===== config.mk =====
export PLATFORM = sky130hd
export DESIGN_NAME = serial_code_lock
export DESIGN_NICKNAME = d
export VERILOG_FILES = /design/src/rtl/lock_pkg.sv /design/src/rtl/lock_press_detect.sv /design/src/rtl/lock_next_state.sv /design/src/rtl/lock_state_store.sv /design/src/rtl/serial_code_lock.sv
export SDC_FILE = /design/constraint.sdc
export NUM_CORES = 1
export LEC_CHECK = 0
export ABC_AREA = 1
export BUFFER_PORTS_ARGS = -buffer_cell sky130_fd_sc_hd__buf_4
export CAP_MARGIN = 20
export CORE_AREA = 2 2 39 41
export DETAILED_ROUTE_END_ITERATION = 8
export DIE_AREA = 0 0 41 43
export PLACE_DENSITY_LB_ADDON = 0.05
export SLEW_MARGIN = 10
export SYNTH_ARGS = -nofsm -noshare
export SYNTH_HDL_FRONTEND = slang
export SYNTH_SLANG_ARGS = --single-unit
export TNS_END_PERCENT = 20

===== constraint.sdc =====
create_clock -name clk -period 0.9 [get_ports clk]
set_clock_uncertainty 0.15 [all_clocks]
set_input_delay 0.18 -clock clk [delete_from_list [all_inputs] [get_ports clk]]
set_output_delay 0.18 -clock clk [all_outputs]
set_load 0.02 [all_outputs]

===== src/rtl/lock_pkg.sv =====
package lock_pkg;

    localparam int STATE_W    = 3;
    localparam int NUM_STATES = 5;

    typedef enum logic [STATE_W-1:0] {
        ST_IDLE  = 3'b000,
        ST_GOOD1 = 3'b001,
        ST_GOOD2 = 3'b011,
        ST_FAIL1 = 3'b100,
        ST_FAIL2 = 3'b101,
        ST_BOGUS = 3'b111
    } lock_state_e;

    typedef struct packed {
        logic unlock;
        logic alarm;
    } lock_out_t;

    // One-hot bit position of each legal state
    localparam int OH_IDLE  = 0;
    localparam int OH_GOOD1 = 1;
    localparam int OH_GOOD2 = 2;
    localparam int OH_FAIL1 = 3;
    localparam int OH_FAIL2 = 4;

    function automatic logic [NUM_STATES-1:0] to_onehot(input lock_state_e s);
        logic [NUM_STATES-1:0] v;
        v = '0;
        case (s)
            ST_GOOD1: v[OH_GOOD1] = 1'b1;
            ST_GOOD2: v[OH_GOOD2] = 1'b1;
            ST_FAIL1: v[OH_FAIL1] = 1'b1;
            ST_FAIL2: v[OH_FAIL2] = 1'b1;
            default:  v[OH_IDLE]  = 1'b1;
        endcase
        return v;
    endfunction

    function automatic lock_state_e from_onehot(input logic [NUM_STATES-1:0] v);
        lock_state_e s;
        case (v)
            5'b00001: s = ST_IDLE;
            5'b00010: s = ST_GOOD1;
            5'b00100: s = ST_GOOD2;
            5'b01000: s = ST_FAIL1;
            5'b10000: s = ST_FAIL2;
            default:  s = ST_BOGUS;
        endcase
        return s;
    endfunction

    function automatic lock_state_e from_binary(input logic [STATE_W-1:0] c);
        lock_state_e s;
        case (c)
            3'b000:  s = ST_IDLE;
            3'b001:  s = ST_GOOD1;
            3'b011:  s = ST_GOOD2;
            3'b100:  s = ST_FAIL1;
            3'b101:  s = ST_FAIL2;
            default: s = ST_BOGUS;
        endcase
        return s;
    endfunction

    function automatic lock_out_t decode_out(input lock_state_e s);
        lock_out_t o;
        o.unlock = (s == ST_GOOD2);
        o.alarm  = (s == ST_FAIL2);
        return o;
    endfunction

endpackage


===== src/rtl/lock_press_detect.sv =====
module lock_press_detect (
    input  logic clk,
    input  logic rst,
    input  logic press_raw,
    output logic press_pulse
);
    logic prev_q;

    always_ff @(posedge clk) begin
        if (rst) prev_q <= 1'b0;
        else     prev_q <= press_raw;
    end

    assign press_pulse = press_raw & ~prev_q;

    AST_SINGLE_PULSE: assert property (@(posedge clk) disable iff (rst)
        press_pulse |=> !press_pulse) else $error("pulse longer than one cycle");

endmodule


===== src/rtl/lock_next_state.sv =====
module lock_next_state #(
    parameter int WORD_W = 2,
    parameter logic [WORD_W-1:0] FIRST_WORD  = 2'b01,
    parameter logic [WORD_W-1:0] SECOND_WORD = 2'b11
) (
    input  lock_pkg::lock_state_e cur_state,
    input  logic                  press,
    input  logic [WORD_W-1:0]     sw,
    output lock_pkg::lock_state_e nxt_state
);
    import lock_pkg::*;

    logic hit_first, hit_second;
    assign hit_first  = (sw == FIRST_WORD);
    assign hit_second = (sw == SECOND_WORD);

    always_comb begin
        nxt_state = cur_state;
        case (cur_state)
            ST_IDLE:  if (press) nxt_state = hit_first  ? ST_GOOD1 : ST_FAIL1;
            ST_GOOD1: if (press) nxt_state = hit_second ? ST_GOOD2 : ST_FAIL2;
            ST_FAIL1: if (press) nxt_state = ST_FAIL2;
            ST_GOOD2: nxt_state = ST_GOOD2;
            ST_FAIL2: nxt_state = ST_FAIL2;
            default:  nxt_state = ST_IDLE;
        endcase
    end

endmodule


===== src/rtl/lock_state_store.sv =====
module lock_state_store #(
    parameter bit ONE_HOT = 1'b0
) (
    input  logic                  clk,
    input  logic                  rst,
    input  lock_pkg::lock_state_e nxt_state,
    output lock_pkg::lock_state_e cur_state
);
    import lock_pkg::*;

    generate
        if (ONE_HOT) begin : g_onehot
            logic [NUM_STATES-1:0] oh_q;
            always_ff @(posedge clk) begin
                if (rst) oh_q <= NUM_STATES'(1) << OH_IDLE;
                else     oh_q <= to_onehot(nxt_state);
            end
            assign cur_state = from_onehot(oh_q);

            AST_ONEHOT_LEGAL: assert property (@(posedge clk) disable iff (rst)
                $onehot(oh_q)) else $error("one-hot register corrupt");
        end else begin : g_binary
            logic [STATE_W-1:0] bin_q;
            always_ff @(posedge clk) begin
                if (rst) bin_q <= ST_IDLE;
                else     bin_q <= nxt_state;
            end
            assign cur_state = from_binary(bin_q);

            AST_BINARY_LEGAL: assert property (@(posedge clk) disable iff (rst)
                cur_state != ST_BOGUS) else $error("binary state illegal");
        end
    endgenerate

endmodule


===== src/rtl/serial_code_lock.sv =====
module serial_code_lock #(
    parameter int WORD_W = 2,
    parameter logic [WORD_W-1:0] FIRST_WORD  = 2'b01,
    parameter logic [WORD_W-1:0] SECOND_WORD = 2'b11,
    parameter bit ONE_HOT = 1'b0
) (
    input  logic              clk,
    input  logic              rst,
    input  logic              press_i,
    input  logic [WORD_W-1:0] code_sw_i,
    output logic              unlock_o,
    output logic              alarm_o
);
    import lock_pkg::*;

    logic        press_pulse;
    lock_state_e cur_state, nxt_state;
    lock_out_t   outs;

    lock_press_detect u_press (
        .clk         (clk),
        .rst         (rst),
        .press_raw   (press_i),
        .press_pulse (press_pulse)
    );

    lock_next_state #(
        .WORD_W      (WORD_W),
        .FIRST_WORD  (FIRST_WORD),
        .SECOND_WORD (SECOND_WORD)
    ) u_next (
        .cur_state (cur_state),
        .press     (press_pulse),
        .sw        (code_sw_i),
        .nxt_state (nxt_state)
    );

    lock_state_store #(
        .ONE_HOT (ONE_HOT)
    ) u_store (
        .clk       (clk),
        .rst       (rst),
        .nxt_state (nxt_state),
        .cur_state (cur_state)
    );

    assign outs     = decode_out(cur_state);
    assign unlock_o = outs.unlock;
    assign alarm_o  = outs.alarm;

    AST_OUT_EXCLUSIVE: assert property (@(posedge clk) disable iff (rst)
        !(unlock_o && alarm_o)) else $error("both outputs high");
    AST_UNLOCK_HOLD: assert property (@(posedge clk) disable iff (rst)
        unlock_o |=> unlock_o) else $error("unlock dropped");
    AST_ALARM_HOLD: assert property (@(posedge clk) disable iff (rst)
        alarm_o |=> alarm_o) else $error("alarm dropped");
    AST_IDLE_NO_PRESS: assert property (@(posedge clk) disable iff (rst)
        (!press_pulse && cur_state != ST_BOGUS) |=> $stable(cur_state))
        else $error("state moved without press");

endmodule


; ---- After elaboration in Yosys (flattened, before gate mapping)
; Cells that the tools add are included.
[word_totals]
regBits = 4
inputBits = 5
output_inout_bits = 2
elab_cells = 23
[classes]
eq_ne = 10
mux = 7
bitwise_logic = 2
n_reduce_logical = 2
[ops]
columns = operator, count
row1 = case mux 3 bit (5 select lines), 2
row2 = 2-to-1 mux 3 bit, 5
row3 = == test 3 bit (second input constant), 4
row4 = == test 3 x 1 -> 1 bit (second input constant), 2
row5 = == test 3 x 2 -> 1 bit (second input constant), 2
row6 = zero test 3 bit, 2
row7 = == test 2 x 1 -> 1 bit (second input constant), 1
row8 = == test 2 bit (second input constant), 1
row9 = AND 1 bit, 1
row10 = NOT 1 bit, 1

; ---- Longest topological paths before layout
; Gate-level depths: netlist of the first run.
[logic_depth]
depth_word = 4
mapped_depth = 6
ltp_nobuf = 6

; ---- By module
; A second synthesis of the first run with hierarchy kept.
[hier_totals]
hier_cells = 45
area_unflattened_um2 = 254.0
[modules_own_cells]
columns = module, instances, cells_per_inst, area_per_inst_um2, seq_area_each_um2
row1 = lock_state_store, 1, 15, 107.6, 60.1
row2 = lock_next_state, 1, 22, 100.1, 0.0
row3 = lock_press_detect, 1, 4, 31.3, 20.0
row4 = serial_code_lock, 1, 4, 15.0, 0.0

; ---- Worst setup path after synthesis of the first run
; No wires, ideal clock.
[synth_timing]
kind = register -> output
from = register u_store.g_binary.bin_q[1]
to = output unlock_o
t_arrival_ns = 0.735
required_ns = 0.570
setup_slack_ns = -0.165
stages_incl_launch_ff = 3
path_buffers = 0
cell_sequence = dfxtp_1 inv_2 nor2_1
[synth_between]
elab_chain_len = 3
elab_cells_between_ends = 7
cone_classes = eq/ne: 5 / mux: 1 / reduce/logical: 1
[synth_rtl]
columns = element, line
row1 = start: declaration, lock_state_store.sv:23  ; logic [STATE_W-1:0] bin_q;
row2 = start signal: assignment, lock_state_store.sv:26  ; else bin_q <= nxt_state;
row3 = "== test 3 bit, or another cell as far along", lock_pkg.sv:55  ; case (c)
row4 = case mux 3 bit (5 select lines) (*), lock_pkg.sv:55
row5 = == test 3 x 2 -> 1 bit (*), lock_pkg.sv:68  ; o.unlock = (s == ST_GOOD2);
row6 = end: declaration, serial_code_lock.sv:11  ; output logic unlock_o,
; Every way passes the cells marked *; elsewhere a longest branch is shown, timed or not.

; ---- Final worst setup path of the first run
[layout_timing]
from = register u_store.g_binary.bin_q[0]
to = output alarm_o
[layout_between]
elab_chain_len = 3
elab_cells_between_ends = 7
cone_classes = eq/ne: 5 / mux: 1 / reduce/logical: 1
[layout_rtl]
columns = element, line
row1 = "== test 3 bit, or another cell as far along", lock_pkg.sv:55
row2 = case mux 3 bit (5 select lines) (*), lock_pkg.sv:55
row3 = == test 3 bit (*), lock_pkg.sv:69  ; o.alarm = (s == ST_FAIL2);
row4 = end: declaration, serial_code_lock.sv:12  ; output logic alarm_o
; Marks and branches as above.

==> load_flow_metrics.sql, run 1 <==
INSERT INTO impl_metrics (metric_group, metric, value, unit) VALUES
('route', 'post_drt_via_cell_ratio', '3.862', ''),
('synth', 'ys_seq_elements', '4', ''),
('layout', 'antennaDiodeCount', '0', ''),
('placed_design', 'post-place-cells', '59', ''),
('synth', 'post_synth_cell_types', '12', ''),
('setup_path', 'worst_setup_path_endpoint', 'alarm_o', ''),
('layout', 'flow.area_growth_from_synthesis', '83.14', '%'),
('timing', 'setup_viol_count_final', '5', ''),
('floorplan', 'die-height', '43', 'µm'),
('cts', 'clk_buf_depth', '2', ''),
('status', 'run_status', 'finished with violations', ''),
('status', 'violations', 'negative hold slack, negative setup slack', ''),
('floorplan', 'die-width', '41', 'µm'),
('synth', 'synth.top_cells.by_area', 'dfxtp_1 37%, nor2_1 21%, inv_1 8.7%', ''),
('setup_path', 'crit_arrival', '0.89', 'ns'),
('setup_path', 'worstSetupStartpoint', 'u_store.g_binary.bin_q[0]', ''),
('setup_path', 'reg2reg_from', 'u_store.g_binary.bin_q[1]', ''),
('setup_path', 'path_max_fanout', '3', ''),
('floorplan', 'placement_rows', '14', ''),
('cts', 'ctsHtreeMaxLevel', '1', ''),
('timing', 'whs', '-0.01598', 'ns'),
('synth', 'synthesis.nets', '40', ''),
('cts', 'worstSkewPairLatency', '0.23', 'ns'),
('route', 'remaining_drc_errors', '0', ''),
('cts', 'cts_made_buffers', '3', ''),
('setup_path', 'timing.reg2reg.setup_slack', '-0.23', 'ns'),
('route', 'detail-route-antenna-nets', '0', ''),
('grt', 'grt_usage', '8.225', '%'),
('cts', 'clock-sinks', '4', ''),
('setup_path', 'type_of_origin_of_the_critical_path', 'flop', ''),
('power', 'power', '553.5', 'µW'),
('timing', 'final_max_slew_viol_count', '0', ''),
('power', 'powerDensity', '1404', 'nW/µm²'),
('floorplan', 'die-area', '1763', 'µm²'),
('setup_path', 'worst_r2r_path_depth', '6', ''),
('layout', 'nets', '56', ''),
('floorplan', 'initial_core_util', '15.55', '%'),
('timing', 'time_the_final_worst_path_needs_with_i_o_delays_and_setup', '1.217', 'ns'),
('timing', 'maxClockFrequency', '0.8214', 'GHz'),
('route', 'detail_route.first_pass.iterations', '2', ''),
('route', 'route.vias.total', '251', ''),
('job', 'max_cap_violations', '0', ''),
('layout', 'final-instance-count-excl-fill', '65', ''),
('setup_path', 'crit-reg2reg-capture', 'u_store.g_binary.bin_q[2]', ''),
('timing', 'final_hold_viol_count', '4', ''),
('timing', 'finalCritPeriodShare', '135.3', '%'),
('power', 'leakage', '0.0001772', 'µW'),
('grt', 'first_pass_grt_wire_length', '952', 'µm'),
('placed_design', 'numPortBuffers', '6', ''),
('synth', 'seq_area_frac_synth', '37.21', '%'),
('layout', 'layout-drive-gt1-share', '55.10', '%'),
('synth', 'postSynthCellCount', '35', ''),
('power', 'peakVddDrop', '0.4788', 'mV'),
('hold_path', 'worst_hold_path_class', 'in -> reg', ''),
('setup_path', 'crit_type', 'reg -> out', ''),
('timing', 'worst_slack', '-0.3175', 'ns'),
('floorplan', 'core_box_area', '1384', 'µm²'),
('grt', 'grt_pass1_vias', '265', ''),
('floorplan', 'num_io_pins', '7', ''),
('route', 'drt_iter0_drc', '2', ''),
('synth', 'synth_top_cell_area_share', '37.21', '%'),
('route', 'routedWlPerCell', '8.185', 'µm'),
('grt', 'number_of_antenna_violations_at_the_first_check_in_global_routing', '0', ''),
('setup_path', 'worstPathRequired', '0.57', 'ns'),
('timing', 'transition_time_of_the_tightest_slew_check_pin', '0.1716', 'ns'),
('cts', 'cts-root-buf', 'clkbuf_4', ''),
('setup_path', 'critPathCaptureType', 'output pin', ''),
('cts', 'path_clk_slew', '0.04', 'ns'),
('route', 'route.final.wire_length', '532', 'µm'),
('timing', 'timing.max_slew.rel_slack', '88.52', '%'),
('hold_path', 'min_from', 'rst', ''),
('placed_design', 'hpwlAfterDp', '420.6', 'µm'),
('synth', 'synth_top_area_cell', 'dfxtp_1', ''),
('timing', 'rsz0062_at_grt', 'true', ''),
('synth', 'ys_warn_count', '0', ''),
('cts', 'cts_tree', 'built', ''),
('synth', 'mappedNetlistArea', '215.2', 'µm²'),
('grt', 'largest_net_degree_at_the_start_of_global_routing', '5', ''),
('synth', 'post_synth.cell_area_avg', '6.149', 'µm²'),
('grt', 'total_overflow_reported_by_the_global_router', '0', ''),
('layout', 'n_fill_cell', '156', ''),
('placed_design', 'gp_routability_congestion', '0.6166', '');
[placed cells by master, fill, tap and decap left out, types with 2 or more instances in the layout]
master	instances
a21oi_1	2
buf_4	9
buf_6	2
clkbuf_4	3
dfxtp_4	2
inv_1	3
inv_4	2
nand2_1	4
nand2_4	2
nor2_1	10
nor2_4	2
nor3_2	2
[state kept, by name, summed over array words and instances, names as in the netlist]
signal and count:
u_store.g_binary.bin_q 3, u_press.prev_q 1
[synthesized netlist by cell type (all sizes together)]
| master | instances |
|---|---|
| nor2 | 13 |
| inv | 6 |
| nand2 | 6 |
| dfxtp | 4 |
| a21oi | 2 |
| nor3 | 2 |
| nand3 | 1 |
| nand4 | 1 |
[layout make-up]
type	instances	area (µm²)	share of cell area [%]
inverter	6	27.53	6.984
multi-input combinational	25	145.1	36.83
timing repair buffer	11	90.09	22.86
clock buffer	3	22.52	5.714
sequential	4	88.84	22.54
tap	16	20.02	5.079
[worst min-delay path by stage]
stage | end | slack [ns] | depth (start not counted)
floorplan | u_store.g_binary.bin_q[0] | 0.09 | 1
global placement | u_press.prev_q | 0.22 | 2
detailed placement | u_store.g_binary.bin_q[0] | 0.23 | 2
CTS | u_store.g_binary.bin_q[1] | -0.02 | 2
global route | u_store.g_binary.bin_q[1] | -0.02 | 2
finish | u_store.g_binary.bin_q[0] | -0.02 | 2
[report_power, final]
part | leakage, µW | internal, µW | switching [µW]
Clock | 0.0000138 | 149 | 70.3
Combinational | 0.000129 | 63.0 | 65.2
Sequential | 0.0000347 | 190 | 16.6
[timing repair]
action / in CTS / in global routing
pin swaps: 1 / 0
hold endpoints to repair: 4 / 4
buffers inserted: 3 / 0
gates resized for setup: 6 / 2
setup endpoints to repair: 5 / 5
[per-layer routing]
layer  vias up  routed length [µm]  track usage [%]
li1        135                   -                -
met1       113                 216            8.974
met2         3                 302            12.19
met3         0                  13            1.571
met4         0                   0            8.000
met5         -                   0                0
[logic make-up (layout without fill, tap and decap cells)]
| family | count (synthesis) | in the layout | synth area share, % |
|---|---|---|---|
| buffers and inverters | 6 | 20 | 10.46 |
| AO/OA/AOI/OAI | 2 | 2 | 4.651 |
| flip-flops | 4 | 4 | 37.21 |
| AND/OR/NAND/NOR | 23 | 23 | 47.68 |
[through the flow]
stage	utilization [%]	area (µm²)	worst slack, ns	setup TNS, ns	hold WS, ns
5_1_grt	28.48	394.1	-0.3665	-1.435	-0.02013
2_1_floorplan	-	241.5	-0.03723	-0.1134	0.09165
4_1_cts	27.94	386.6	-0.3386	-1.262	-0.02071
3_5_place_dp	23.24	321.6	-0.1305	-0.5252	0.2268
6_report	28.48	394.1	-0.3175	-1.167	-0.01598
3_3_place_gp	23.24	321.6	-0.1262	-0.5806	0.2247
[critical path: stages, from the launching register on]
cell     delay, ns
dfxtp_2       0.37
inv_2         0.07
nor2_4        0.10
buf_6         0.11
Note: power is estimated with default switching activity, not from simulation.
==> inputs of run 2 (changes only) <==
--- a/config.mk
+++ b/config.mk
@@ -9,6 +9,7 @@
 export BUFFER_PORTS_ARGS = -buffer_cell sky130_fd_sc_hd__buf_4
 export CAP_MARGIN = 20
 export CORE_AREA = 2 2 39 41
+export CTS_CLUSTER_DIAMETER = 100
 export DETAILED_ROUTE_END_ITERATION = 8
 export DIE_AREA = 0 0 41 43
 export PLACE_DENSITY_LB_ADDON = 0.05
==> constraint.sdc (replaced) <==
create_clock -name clk -period 0.9 [get_ports clk]
set_clock_uncertainty 0.15 [all_clocks]
set_input_delay 0.045 -clock clk [delete_from_list [all_inputs] [get_ports clk]]
set_output_delay 0.045 -clock clk [all_outputs]
set_load 0.02 [all_outputs]
==> load_flow_metrics.sql, run 2 (synthesized netlist as in run 1, its figures left out) <==
INSERT INTO impl_metrics (metric_group, metric, value, unit) VALUES
('timing', 'final_hold_viol_count', '1', ''),
('layout', 'multi_input_comb_area', '120.1', 'µm²'),
('cts', 'clk_buf_depth', '2', ''),
('timing', 'transition_time_of_the_tightest_slew_check_pin', '0.1787', 'ns'),
('timing', 'final.setup.tns', '-0.8371', 'ns'),
('layout', 'layout-drive-gt1-share', '44.00', '%'),
('setup_path', 'reg2reg_from', 'u_store.g_binary.bin_q[1]', ''),
('route', 'drt_iter0_drc', '1', ''),
('floorplan', 'die-width', '41', 'µm'),
('layout', 'n_fill_cell', '160', ''),
('timing', 'worst_slack', '-0.2154', 'ns'),
('cts', 'cts-root-buf', 'clkbuf_4', ''),
('timing', 'whs', '-0.0003088', 'ns'),
('setup_path', 'critPathCaptureType', 'output pin', ''),
('route', 'post_drt_via_cell_ratio', '3.833', ''),
('timing', 'maxClockFrequency', '0.8965', 'GHz'),
('floorplan', 'num_io_pins', '7', ''),
('layout', 'flow.area_growth_from_synthesis', '70.35', '%'),
('setup_path', 'crit_type', 'reg -> out', ''),
('cts', 'cts_tree', 'built', ''),
('setup_path', 'crit_arrival', '0.92', 'ns'),
('timing', 'rsz0062_at_grt', 'true', ''),
('layout', 'register_area', '86.33', 'µm²'),
('timing', 'setup_viol_count_final', '5', ''),
('grt', 'grt_usage', '8.032', '%'),
('cts', 'worstSkewPairLatency', '0.23', 'ns'),
('grt', 'largest_net_degree_at_the_start_of_global_routing', '6', ''),
('hold_path', 'hold_depth', '4', ''),
('floorplan', 'placement_rows', '14', ''),
('cts', 'cts_made_buffers', '3', ''),
('grt', 'grt_pass1_vias', '255', ''),
('route', 'detail-route-antenna-nets', '0', ''),
('layout', 'nets', '57', ''),
('setup_path', 'path_max_fanout', '3', ''),
('layout', 'design_area', '366.6', 'µm²'),
('grt', 'number_of_antenna_violations_at_the_first_check_in_global_routing', '0', ''),
('placed_design', 'gp_routability_congestion', '0.6670', ''),
('floorplan', 'die-height', '43', 'µm'),
('route', 'detail_route.first_pass.iterations', '2', ''),
('setup_path', 'timing.reg2reg.setup_slack', '-0.19', 'ns'),
('layout', 'largest-register', 'u_store.g_binary.bin_q', ''),
('status', 'violations', 'negative hold slack, negative setup slack', ''),
('power', 'peakVddDrop', '0.5508', 'mV'),
('cts', 'path_clk_slew', '0.04', 'ns'),
('layout', 'mostFrequentLayoutCell', 'nor2_1', ''),
('timing', 'time_the_final_worst_path_needs_with_i_o_delays_and_setup', '1.115', 'ns'),
('layout', 'mostFrequentLayoutCells', '12 x nor2_1, 10 x buf_4, 4 x inv_1, 4 x nand2_1, 3 x clkbuf_4', ''),
('job', 'max_cap_violations', '0', ''),
('placed_design', 'hpwlAfterDp', '415.5', 'µm'),
('route', 'remaining_drc_errors', '0', ''),
('cts', 'clock-sinks', '4', ''),
('timing', 'final_max_slew_viol_count', '0', ''),
('floorplan', 'core_box_area', '1384', 'µm²'),
('floorplan', 'initial_core_util', '15.55', '%'),
('power', 'powerDensity', '1459', 'nW/µm²'),
('route', 'routedWlPerCell', '8.545', 'µm'),
('floorplan', 'die-area', '1763', 'µm²'),
('status', 'run_status', 'finished with violations', ''),
('setup_path', 'worst_setup_path_endpoint', 'unlock_o', ''),
('setup_path', 'crit-reg2reg-capture', 'u_store.g_binary.bin_q[2]', ''),
('setup_path', 'worstSetupStartpoint', 'u_store.g_binary.bin_q[2]', ''),
('route', 'route.final.wire_length', '564', 'µm'),
('timing', 'timing.max_slew.rel_slack', '88.05', '%'),
('grt', 'first_pass_grt_wire_length', '890', 'µm'),
('timing', 'finalCritPeriodShare', '123.9', '%'),
('cts', 'ctsHtreeMaxLevel', '1', ''),
('setup_path', 'worstPathRequired', '0.70', 'ns'),
('layout', 'max_reg_flops', '3', ''),
('setup_path', 'type_of_origin_of_the_critical_path', 'flop', ''),
('route', 'route.vias.total', '253', ''),
('hold_path', 'worst_hold_path_class', 'in -> reg', ''),
('setup_path', 'worst_r2r_path_depth', '6', ''),
('layout', 'antennaDiodeCount', '0', ''),
('grt', 'total_overflow_reported_by_the_global_router', '0', ''),
('layout', 'layout_top_registers', 'u_store.g_binary.bin_q x3, u_press.prev_q x1', ''),
('placed_design', 'numPortBuffers', '6', ''),
('placed_design', 'dpl_cell_area', '281.5', 'µm²'),
('power', 'leakage', '0.0001746', 'µW');
[run 2: cell types whose count changed in the layout (fill, tap and decap cells not counted), moves of 2 or more]
cell	before	now
nor2_1	10	12
buf_6	2	0
nand2_4	2	0
inv_4	2	0
nand2_2	0	2
dlygate4sd3_1	0	2
[run 2: power by group]
| group | internal, µW | switching, µW | total (µW) |
|---|---|---|---|
| registers | 190 | 12.9 | 203 |
| logic | 61.2 | 55.1 | 116 |
| clock network | 149 | 67.0 | 216 |
[run 2: how the worst min path moves through the flow]
stage,endpoint,slack [ns],from
after floorplan,u_store.g_binary.bin_q[0],-0.04,rst
after global placement,u_press.prev_q,0.09,rst
after detailed placement,u_press.prev_q,0.1,rst
after CTS,u_store.g_binary.bin_q[0],-0.006,code_sw_i[1]
after global routing,u_store.g_binary.bin_q[0],0.004,code_sw_i[1]
final,u_store.g_binary.bin_q[0],-0.0003,code_sw_i[1]
[run 2: timing repair]
item,4_1_cts,5_1_grt
pin swaps,2,1
endpoints found under the setup margin,5,5
gates cloned,0,0
resized for setup,4,2
endpoints found under the hold margin,4,0
hold buffers,2,0
buffers inserted,2,2
[run 2: area by class of cell]
type	instances	area share, %
clock buffers	3	6.143
multi-input cells	25	32.76
well taps	16	5.461
flip-flops and latches	4	23.55
inverters	6	6.143
repair buffers	12	25.94
[run 2: per-stage QoR]
step	total power (µW)	util (%)	cells	setup WS (ns)
2_1_floorplan	258.4	-	35	-0.02459
3_3_place_gp	291.7	20.34	57	-0.09626
3_5_place_dp	289.4	20.34	57	-0.09656
4_1_cts	541.4	24.86	64	-0.2225
5_1_grt	577.8	26.49	66	-0.2751
6_report	534.7	26.49	66	-0.2154
[run 2: routing by layer]
| metal | vias up | GRT usage, % | routed length, µm |
|---|---|---|---|
| li1 | 139 | - | - |
| met1 | 109 | 7.074 | 213 |
| met2 | 3 | 11.25 | 315 |
| met3 | 2 | 3.665 | 26 |
| met4 | 0 | 10.00 | 8 |
| met5 | - | 0 | 0 |
[run 2: worst max-delay path, stage by stage (launching register included)]
cell and delay [ns]:
dfxtp_2 0.33, inv_2 0.06, nand2_2 0.05, nor2_1 0.11
buf_4 0.15
==> inputs of run 3 (changes only) <==
--- a/config.mk
+++ b/config.mk
@@ -13,6 +13,7 @@
 export DETAILED_ROUTE_END_ITERATION = 8
 export DIE_AREA = 0 0 41 43
 export PLACE_DENSITY_LB_ADDON = 0.05
+export SKIP_LAST_GASP = 1
 export SLEW_MARGIN = 10
 export SYNTH_ARGS = -nofsm -noshare
 export SYNTH_HDL_FRONTEND = slang
==> load_flow_metrics.sql, run 3 (synthesized netlist as in run 1, its figures left out) <==
INSERT INTO impl_metrics (metric_group, metric, value, unit) VALUES
('status', 'run_status', 'finished with violations', ''),
('status', 'violations', 'negative hold slack, negative setup slack', ''),
('setup_path', 'path_max_fanout', '3', ''),
('power', 'pwr-share-comb', '21.5', '%'),
('layout', 'nets', '57', ''),
('grt', 'grt_pass1_vias', '255', ''),
('cts', 'clock-sinks', '4', ''),
('timing', 'worst_slack', '-0.2154', 'ns'),
('power', 'power', '531.4', 'µW'),
('layout', 'antennaDiodeCount', '0', ''),
('cts', 'cts_tree', 'built', ''),
('route', 'detail_route.first_pass.iterations', '2', ''),
('cts', 'ctsHtreeMaxLevel', '1', ''),
('timing', 'final_max_slew_viol_count', '0', ''),
('grt', 'number_of_antenna_violations_at_the_first_check_in_global_routing', '0', ''),
('timing', 'whs', '-0.005323', 'ns'),
('timing', 'setup_viol_count_final', '5', ''),
('layout', 'design_area', '361.6', 'µm²'),
('route', 'routedWlPerCell', '8.409', 'µm'),
('layout', 'mostFrequentLayoutCells', '12 x nor2_1, 10 x buf_4, 4 x inv_1, 4 x nand2_1, 3 x clkbuf_4', ''),
('floorplan', 'num_io_pins', '7', ''),
('placed_design', 'numPortBuffers', '6', ''),
('timing', 'final_hold_viol_count', '1', ''),
('timing', 'maxClockFrequency', '0.8965', 'GHz'),
('floorplan', 'initial_core_util', '15.55', '%'),
('cts', 'cts_made_buffers', '3', ''),
('power', 'power_frac_clock', '40.6', '%'),
('layout', 'mostFrequentLayoutCell', 'nor2_1', ''),
('layout', 'final-instance-count-excl-fill', '66', ''),
('setup_path', 'critPathCaptureType', 'output pin', ''),
('layout', 'layout_top_registers', 'u_store.g_binary.bin_q x3, u_press.prev_q x1', ''),
('power', 'leakage', '0.0001726', 'µW'),
('placed_design', 'gp_routability_congestion', '0.6670', ''),
('timing', 'finalCritPeriodShare', '123.9', '%'),
('layout', 'largest-register', 'u_store.g_binary.bin_q', ''),
('timing', 'rsz0062_at_grt', 'true', ''),
('floorplan', 'die-height', '43', 'µm'),
('floorplan', 'placement_rows', '14', ''),
('job', 'max_cap_violations', '0', ''),
('power', 'seq_power_share', '37.9', '%'),
('grt', 'largest_net_degree_at_the_start_of_global_routing', '6', ''),
('setup_path', 'crit_arrival', '0.92', 'ns'),
('placed_design', 'post-place-cells', '57', ''),
('power', 'power_internal', '398.7', 'µW'),
('setup_path', 'worstPathRequired', '0.70', 'ns'),
('hold_path', 'worst_hold_path_class', 'in -> reg', ''),
('route', 'drt_iter0_drc', '1', ''),
('route', 'route.vias.total', '250', ''),
('grt', 'total_overflow_reported_by_the_global_router', '0', ''),
('layout', 'max_reg_flops', '3', ''),
('placed_design', 'hpwlAfterDp', '415.5', 'µm'),
('layout', 'layout-drive-gt1-share', '44.00', '%'),
('cts', 'path_clk_slew', '0.04', 'ns'),
('power', 'peakVddDrop', '0.5504', 'mV'),
('route', 'detail-route-antenna-nets', '0', ''),
('route', 'post_drt_via_cell_ratio', '3.788', ''),
('setup_path', 'crit_type', 'reg -> out', ''),
('timing', 'final.setup.tns', '-0.8588', 'ns'),
('timing', 'time_the_final_worst_path_needs_with_i_o_delays_and_setup', '1.115', 'ns'),
('layout', 'flow.area_growth_from_synthesis', '68.02', '%'),
('route', 'route.final.wire_length', '555', 'µm'),
('power', 'powerDensity', '1470', 'nW/µm²'),
('route', 'remaining_drc_errors', '0', ''),
('grt', 'grt_usage', '8.032', '%'),
('cts', 'cts-root-buf', 'clkbuf_4', ''),
('floorplan', 'die-width', '41', 'µm'),
('timing', 'timing.max_slew.rel_slack', '88.07', '%'),
('floorplan', 'core_box_area', '1384', 'µm²'),
('timing', 'transition_time_of_the_tightest_slew_check_pin', '0.1783', 'ns'),
('grt', 'first_pass_grt_wire_length', '890', 'µm'),
('placed_design', 'dpl_cell_area', '281.5', 'µm²'),
('floorplan', 'die-area', '1763', 'µm²'),
('power', 'p_sw', '132.7', 'µW'),
('setup_path', 'type_of_origin_of_the_critical_path', 'flop', ''),
('cts', 'worstSkewPairLatency', '0.23', 'ns'),
('cts', 'clk_buf_depth', '2', ''),
('power', 'p_sw_share', '24.98', '%');
## run 3: cell count changes in the layout (fill, tap and decap cells not counted)
cell,delta
nor2_2,+1
nor2_4,-1
## run 3: path summary, 6_finish.rpt
kind,start,to,slack [ns],cells past startpoint
max,u_store.g_binary.bin_q[2],unlock_o,-0.22,4
min,code_sw_i[1],u_store.g_binary.bin_q[0],-0.005,4
max reg2reg,u_store.g_binary.bin_q[1],u_store.g_binary.bin_q[2],-0.20,6
min reg2reg,u_press.prev_q,u_store.g_binary.bin_q[0],0.40,3
## run 3: critical path: stages, from the launching register on
cell and delay, ns:
dfxtp_2 0.33, inv_2 0.06, nand2_2 0.05, nor2_1 0.10
buf_4 0.15
## run 3: area by class of cell
type                       count  area (µm²)
sequential                     4       86.33
multi-input combinational     25       115.1
clock buffer                   3       22.52
tap                           16       20.02
fill                         159        1022
timing repair buffer          12       95.09
inverter                       6       22.52
## run 3: per-layer routing
layer / up-vias / part of all wire, % / GRT usage (%)
li1: 138 / - / -
met1: 107 / 38 / 7.074
met2: 3 / 55 / 11.25
met3: 2 / 4.7 / 3.665
met4: 0 / 1.4 / 10.00
met5: - / 0 / 0
## run 3: power by group through the flow
stage                     registers, µW  logic [µW]  clock network (µW)
after floorplan                     201        57.4                   0
after global placement              203        88.2                   0
after detailed placement            203        86.6                   0
after CTS                           204         107                 230
after global routing                203         129                 242
final                               202         114                 216
## run 3: repair_timing
action | CTS | global route
pin swaps | 1 | 1
endpoints found under the hold margin | 4 | 0
endpoints found under the setup margin | 5 | 5
hold buffers | 2 | 0
setup buffers | 2 | 2
gates resized for setup | 4 | 1
## run 3: stage by stage
stage          setup WS, ns  util, %
2_1_floorplan      -0.02459        -
3_3_place_gp       -0.09626    20.34
3_5_place_dp       -0.09656    20.34
4_1_cts             -0.2225    24.86
5_1_grt             -0.2782    26.13
6_report            -0.2154    26.13
